## config.mk

```make
export PLATFORM = sky130hd
export DESIGN_NAME = qmix_top
export DESIGN_NICKNAME = d
export VERILOG_FILES = /design/src/rtl/qmix_pkg.sv /design/src/rtl/qmix_rst_sync.sv /design/src/rtl/qmix_phase_gen.sv /design/src/rtl/qmix_sample_hold.sv /design/src/rtl/qmix_path_gate.sv /design/src/rtl/qmix_top.sv
export SDC_FILE = /design/constraint.sdc
export NUM_CORES = 1
export LEC_CHECK = 0
export ABC_AREA = 1
export BUFFER_PORTS_ARGS = -buffer_cell sky130_fd_sc_hd__buf_2
export CAP_MARGIN = 20
export CORE_ASPECT_RATIO = 1.2
export CORE_UTILIZATION = 45
export CTS_CLUSTER_SIZE = 25
export DETAILED_ROUTE_END_ITERATION = 12
export PLACE_DENSITY_LB_ADDON = 0.2
export SLEW_MARGIN = 0
export SYNTH_ARGS = -nofsm -noshare
export SYNTH_HDL_FRONTEND = slang
export SYNTH_HIERARCHICAL = 1
export SYNTH_SLANG_ARGS = --single-unit
export TNS_END_PERCENT = 1
```

## constraint.sdc

```tcl
create_clock -name clk -period 2.38 [get_ports clk]
set_input_delay 0.357 -clock clk [delete_from_list [all_inputs] [get_ports clk]]
set_output_delay 0.357 -clock clk [all_outputs]
set_load 0.03 [all_outputs]
```

## src/rtl/qmix_pkg.sv

```systemverilog
package qmix_pkg;
  localparam int unsigned MAG_W = 8;
  localparam int unsigned PH_W  = 2;
  localparam int unsigned NPATH = 2;

  typedef enum logic [PH_W-1:0] {
    PH_I_POS = 2'd0,
    PH_Q_POS = 2'd1,
    PH_I_NEG = 2'd2,
    PH_Q_NEG = 2'd3
  } phase_e;
endpackage

```

## src/rtl/qmix_rst_sync.sv

```systemverilog
module qmix_rst_sync (
  input  logic clk,
  input  logic rst_n,
  output logic rst_n_sync
);
  logic [1:0] sync_q;

  always_ff @(posedge clk or negedge rst_n) begin
    if (!rst_n) sync_q <= 2'b00;
    else        sync_q <= {sync_q[0], 1'b1};
  end

  assign rst_n_sync = sync_q[1];
endmodule

```

## src/rtl/qmix_phase_gen.sv

```systemverilog
module qmix_phase_gen
  import qmix_pkg::*;
(
  input  logic   clk,
  input  logic   rst_n,
  input  logic   run,
  output phase_e phase,
  output logic   wrap
);
  phase_e ph_q, ph_d;

  always_comb begin
    ph_d = ph_q;
    if (run) ph_d = phase_e'(ph_q + 2'd1);
  end

  always_ff @(posedge clk or negedge rst_n) begin
    if (!rst_n) ph_q <= PH_I_POS;
    else        ph_q <= ph_d;
  end

  assign phase = ph_q;
  assign wrap  = run && (ph_q == PH_Q_NEG);

  // the last quarter is followed by the first one
  a_r2_wrap_order: assert property (@(posedge clk) disable iff (!rst_n)
    (run && ph_q == PH_Q_NEG) |=> (ph_q == PH_I_POS));
  // the phase holds while stopped
  a_r2_hold: assert property (@(posedge clk) disable iff (!rst_n)
    !run |=> $stable(ph_q));
endmodule

```

## src/rtl/qmix_sample_hold.sv

```systemverilog
module qmix_sample_hold #(
  parameter int unsigned W = 9
) (
  input  logic         clk,
  input  logic         rst_n,
  input  logic         load,
  input  logic [W-1:0] din,
  output logic [W-1:0] dout
);
  logic [W-1:0] hold_q, hold_d;

  always_comb begin
    hold_d = hold_q;
    if (load) hold_d = din;
  end

  always_ff @(posedge clk or negedge rst_n) begin
    if (!rst_n) hold_q <= '0;
    else        hold_q <= hold_d;
  end

  assign dout = hold_q;

  // the held sample moves only on a period boundary
  a_r3_no_midperiod_change: assert property (@(posedge clk) disable iff (!rst_n)
    !load |=> $stable(hold_q));
endmodule

```

## src/rtl/qmix_path_gate.sv

```systemverilog
module qmix_path_gate
  import qmix_pkg::*;
#(
  parameter int unsigned MW     = 8,
  parameter int unsigned POS_PH = 0
) (
  input  logic          clk,
  input  logic          rst_n,
  input  logic          run,
  input  phase_e        phase,
  input  logic          neg,
  input  logic [MW-1:0] mag,
  output logic [MW-1:0] bank
);
  localparam logic [PH_W-1:0] TRUE_PH = PH_W'(POS_PH);
  localparam logic [PH_W-1:0] COMP_PH = PH_W'((POS_PH + 2) % 4);

  logic [PH_W-1:0] sel_ph;
  logic            hit;
  logic [MW-1:0]   bank_d, bank_q;

  assign sel_ph = neg ? COMP_PH : TRUE_PH;
  assign hit    = run && (phase == sel_ph);

  for (genvar b = 0; b < MW; b++) begin : g_bit
    assign bank_d[b] = mag[b] & hit;
  end

  always_ff @(posedge clk or negedge rst_n) begin
    if (!rst_n) bank_q <= '0;
    else        bank_q <= bank_d;
  end

  assign bank = bank_q;

  // zero magnitude never conducts
  a_r8_zero_mag: assert property (@(posedge clk) disable iff (!rst_n)
    (bank_q != '0) |-> ($past(mag) != '0));
  // an edge taken while stopped leaves the bank off
  a_r9_idle_off: assert property (@(posedge clk) disable iff (!rst_n)
    !run |=> (bank_q == '0));
  // conduction only in the quarter picked by the sign
  a_r6_quarter: assert property (@(posedge clk) disable iff (!rst_n)
    (bank_q != '0) |-> ($past(phase) == $past(sel_ph)));
endmodule

```

## src/rtl/qmix_top.sv

```systemverilog
module qmix_top
  import qmix_pkg::*;
(
  input  logic             clk,
  input  logic             rst_n,
  input  logic             run,
  input  logic [MAG_W:0]   i_sample,
  input  logic [MAG_W:0]   q_sample,
  output logic [MAG_W-1:0] i_bank,
  output logic [MAG_W-1:0] q_bank
);
  localparam int unsigned SW = MAG_W + 1;

  logic   rst_n_int;
  phase_e phase;
  logic   wrap;

  logic [SW-1:0]    smp_in   [NPATH];
  logic [SW-1:0]    smp_held [NPATH];
  logic [MAG_W-1:0] bank     [NPATH];

  qmix_rst_sync u_rst (
    .clk        (clk),
    .rst_n      (rst_n),
    .rst_n_sync (rst_n_int)
  );

  qmix_phase_gen u_phase (
    .clk   (clk),
    .rst_n (rst_n_int),
    .run   (run),
    .phase (phase),
    .wrap  (wrap)
  );

  assign smp_in[0] = i_sample;
  assign smp_in[1] = q_sample;

  for (genvar p = 0; p < NPATH; p++) begin : g_path
    qmix_sample_hold #(.W(SW)) u_hold (
      .clk   (clk),
      .rst_n (rst_n_int),
      .load  (wrap),
      .din   (smp_in[p]),
      .dout  (smp_held[p])
    );

    qmix_path_gate #(.MW(MAG_W), .POS_PH(p)) u_gate (
      .clk   (clk),
      .rst_n (rst_n_int),
      .run   (run),
      .phase (phase),
      .neg   (smp_held[p][MAG_W]),
      .mag   (smp_held[p][MAG_W-1:0]),
      .bank  (bank[p])
    );
  end

  assign i_bank = bank[0];
  assign q_bank = bank[1];

  // the two paths never conduct together
  a_r7_exclusive: assert property (@(posedge clk) disable iff (!rst_n_int)
    !((|i_bank) && (|q_bank)));
  // both banks are off while reset is held
  a_r1_reset_off: assert property (@(posedge clk)
    !rst_n |-> (i_bank == '0 && q_bank == '0));
endmodule

```

==> flow_summary.json <==
{
  "tritoncts_num_sinks": 38,
  "p_per_area_mw_per_mm2": 1020,
  "finalSetupTns_ns": 0,
  "grt_setup_unrepaired": "false",
  "globalplace.congestion": 0.772,
  "syn-num-nets": 176,
  "drc_errors_left": 0,
  "htreeDepth": 2,
  "worstPathMaxFanout": 20,
  "die-height_um": 63.9,
  "max_freq_mhz": 639,
  "detail-route-antenna-nets": 0,
  "worstMarginPinSlew_ns": 0.604,
  "die_width_um": 53.6,
  "required_ns": 2.61,
  "timing.final.crit_period_ns": 1.57,
  "worstHoldPathCells": 3,
  "placementRows": 22,
  "timing_hold_violations_final": 0,
  "run_status": "completed",
  "worst-endpoint-arrival_ns": 1.80,
  "period_share": 0.658,
  "max_cap_violations": 0,
  "drt_first_iter_violations": 27,
  "first_global_vias": 1001,
  "design.final.nets": 219,
  "routed_wl_um": 2410,
  "initial_core_util": 0.471,
  "reg2regPathDepth": 6,
  "io_buf_count": 36,
  "antenna_found_initial": 0,
  "ys.warnings.count": 6,
  "syn-instance-count": 154,
  "detail_route.first_pass.iterations": 4,
  "cts_made_buffers": 5,
  "criticalPathCategory": "reg2reg",
  "wire_per_inst_um": 10.3,
  "cts_repair_resize_count": 0,
  "dp_cells": 225,
  "design.portCount": 37,
  "postSynthAreaPerCell_um2": 9.34,
  "worst_setup_path_start_kind": "flip-flop",
  "global_route_wire_length_before_repair_um": 4130,
  "synth.lib_cells_used.distinct": 11,
  "syn_to_final_growth_pct": 19.5,
  "layoutNonFillerInstCount": 234,
  "fp.dieArea_mm2": 0.00343,
  "max-clock-path-buffers": 2,
  "drive_gt1_frac": 0.253,
  "fillCellCount": 286,
  "vias_per_cell": 4.39,
  "drv_slew": 0,
  "dpl.hpwl_um": 1740,
  "num_vias": 1028,
  "grt_start_max_net_pins": 24,
  "dp_slack_ns": 0.831,
  "syn_area_mm2": 0.00144,
  "power.ir.vdd_worst_mv": 0.553,
  "timing.clock.skew_ns": 0.00746,
  "coreArea_mm2": 0.00306,
  "worst_hold_path_type": "in2reg",
  "setup_ws_ns": 0.815,
  "design_power_total_w": 0.00176,
  "gr_usage_total": 0.175,
  "antenna-diode-count": 0,
  "tritoncts": "done",
  "synth.yosys.seq_area_share": 0.661,
  "yosys_register_bits": 38,
  "finalSetupViolations": 0,
  "clkLatencyLatePin_ns": 0.34,
  "clk_pin_slew_worst_paths_ns": 0.11,
  "worst_setup_path_end_kind": "flip-flop",
  "gr-total-overflow": 0,
  "timing.max_slew.rel_slack": 0.598,
  "power_leakage_nw": 1.04,
  "cts_root_buf": "sky130_fd_sc_hd__clkbuf_4"
}
-- repair_timing --
| action | in CTS | in global routing |
|---|---|---|
| hold buffers | 1 | 0 |
| endpoints found under the hold margin | 2 | 0 |
| buffers inserted | 0 | 0 |
-- logic make-up after synthesis --
kind of cell	synth area share
other	0.00261
buffers and inverters	0.0862
flip-flops	0.661
adder cells (fa/ha/maj)	0.00870
AND/OR/NAND/NOR	0.241
-- placed cells by master, fill, tap and decap left out, drive strengths merged --
| cell type | instances |
|---|---|
| buf | 37 |
| clkbuf | 7 |
| clkinv | 1 |
| conb | 1 |
| dfrtp | 38 |
| dlygate4sd3 | 1 |
| ha | 1 |
| inv | 27 |
| nand2 | 66 |
| nand3 | 2 |
| nor2 | 17 |
-- where the power goes --
group          total (W)  internal (W)  switching (W)
combinational   0.000462      0.000158       0.000304
sequential      0.000955      0.000845       0.000111
clock           0.000342      0.000143       0.000199
-- per-layer routing --
metal  part of all wire  GRT usage  vias up
met3              0.032     0.0524        7
li1                   -          -      524
met1               0.41      0.198      476
met2               0.53      0.275       21
met5                  0          0        -
met4              0.028      0.115        0
-- area by class of cell --
class / instances / area (um^2) / share of cell area
inverter: 27 / 101 / 0.0590
multi-input combinational: 87 / 363 / 0.211
clock buffer: 7 / 55.1 / 0.0320
clock inverter: 1 / 5.00 / 0.00291
tap: 36 / 45.0 / 0.0262
timing repair buffer: 38 / 198 / 0.115
sequential: 38 / 951 / 0.554
-- worst max-delay path, cell delays in order (launching register included) --
cell,delay [ns]
sky130_fd_sc_hd__dfrtp_1,0.45
sky130_fd_sc_hd__ha_1,0.18
sky130_fd_sc_hd__nand2_1,0.05
sky130_fd_sc_hd__inv_1,0.43
sky130_fd_sc_hd__inv_2,0.18
sky130_fd_sc_hd__nand2_1,0.11
sky130_fd_sc_hd__nand2_1,0.05
-- metrics by stage --
stage / hold WS [ns] / area [um^2] / utilization
floorplan: 0.0614 / 1440 / -
global placement: 0.142 / 1650 / 0.539
detailed placement: 0.143 / 1650 / 0.539
CTS: 0.196 / 1720 / 0.562
global route: 0.187 / 1720 / 0.562
finish: 0.210 / 1720 / 0.562
-- worst paths after layout --
path                                                   start                                    to  slack [ns]
worst max-delay path            u_phase/phase[1]$_DFFE_PN0P_  g_path[0].u_hold/dout[5]$_DFFE_PN0P_        0.81
worst min-delay path                             i_sample[0]  g_path[0].u_hold/dout[0]$_DFFE_PN0P_        0.21
worst max register to register  u_phase/phase[1]$_DFFE_PN0P_  g_path[0].u_hold/dout[5]$_DFFE_PN0P_        0.81
worst min register to register     u_rst/sync_q[1]$_DFF_PN0_          u_phase/phase[1]$_DFFE_PN0P_        0.25
max in group asynchronous          u_rst/sync_q[1]$_DFF_PN0_  g_path[0].u_hold/dout[6]$_DFFE_PN0P_        1.41
min in group asynchronous          u_rst/sync_q[1]$_DFF_PN0_          u_phase/phase[1]$_DFFE_PN0P_        0.25
-- sequential cells by signal, summed over array words and instances (netlist names) --
register and count:
u_rst/sync_q 2, g_path.u_gate/bank 16, u_phase/phase 2, g_path.u_hold/dout 18
-- synthesized netlist by cell type (all sizes together) --
cell / instances / share of area
nor2: 17 / 0.050
buf: 2 / 0.016
ha: 1 / 0.0087
inv: 27 / 0.070
conb: 1 / 0.0026
nand3: 2 / 0.019
dfrtp: 38 / 0.66
nand2: 66 / 0.17
Power figures use the tool's default switching activity.
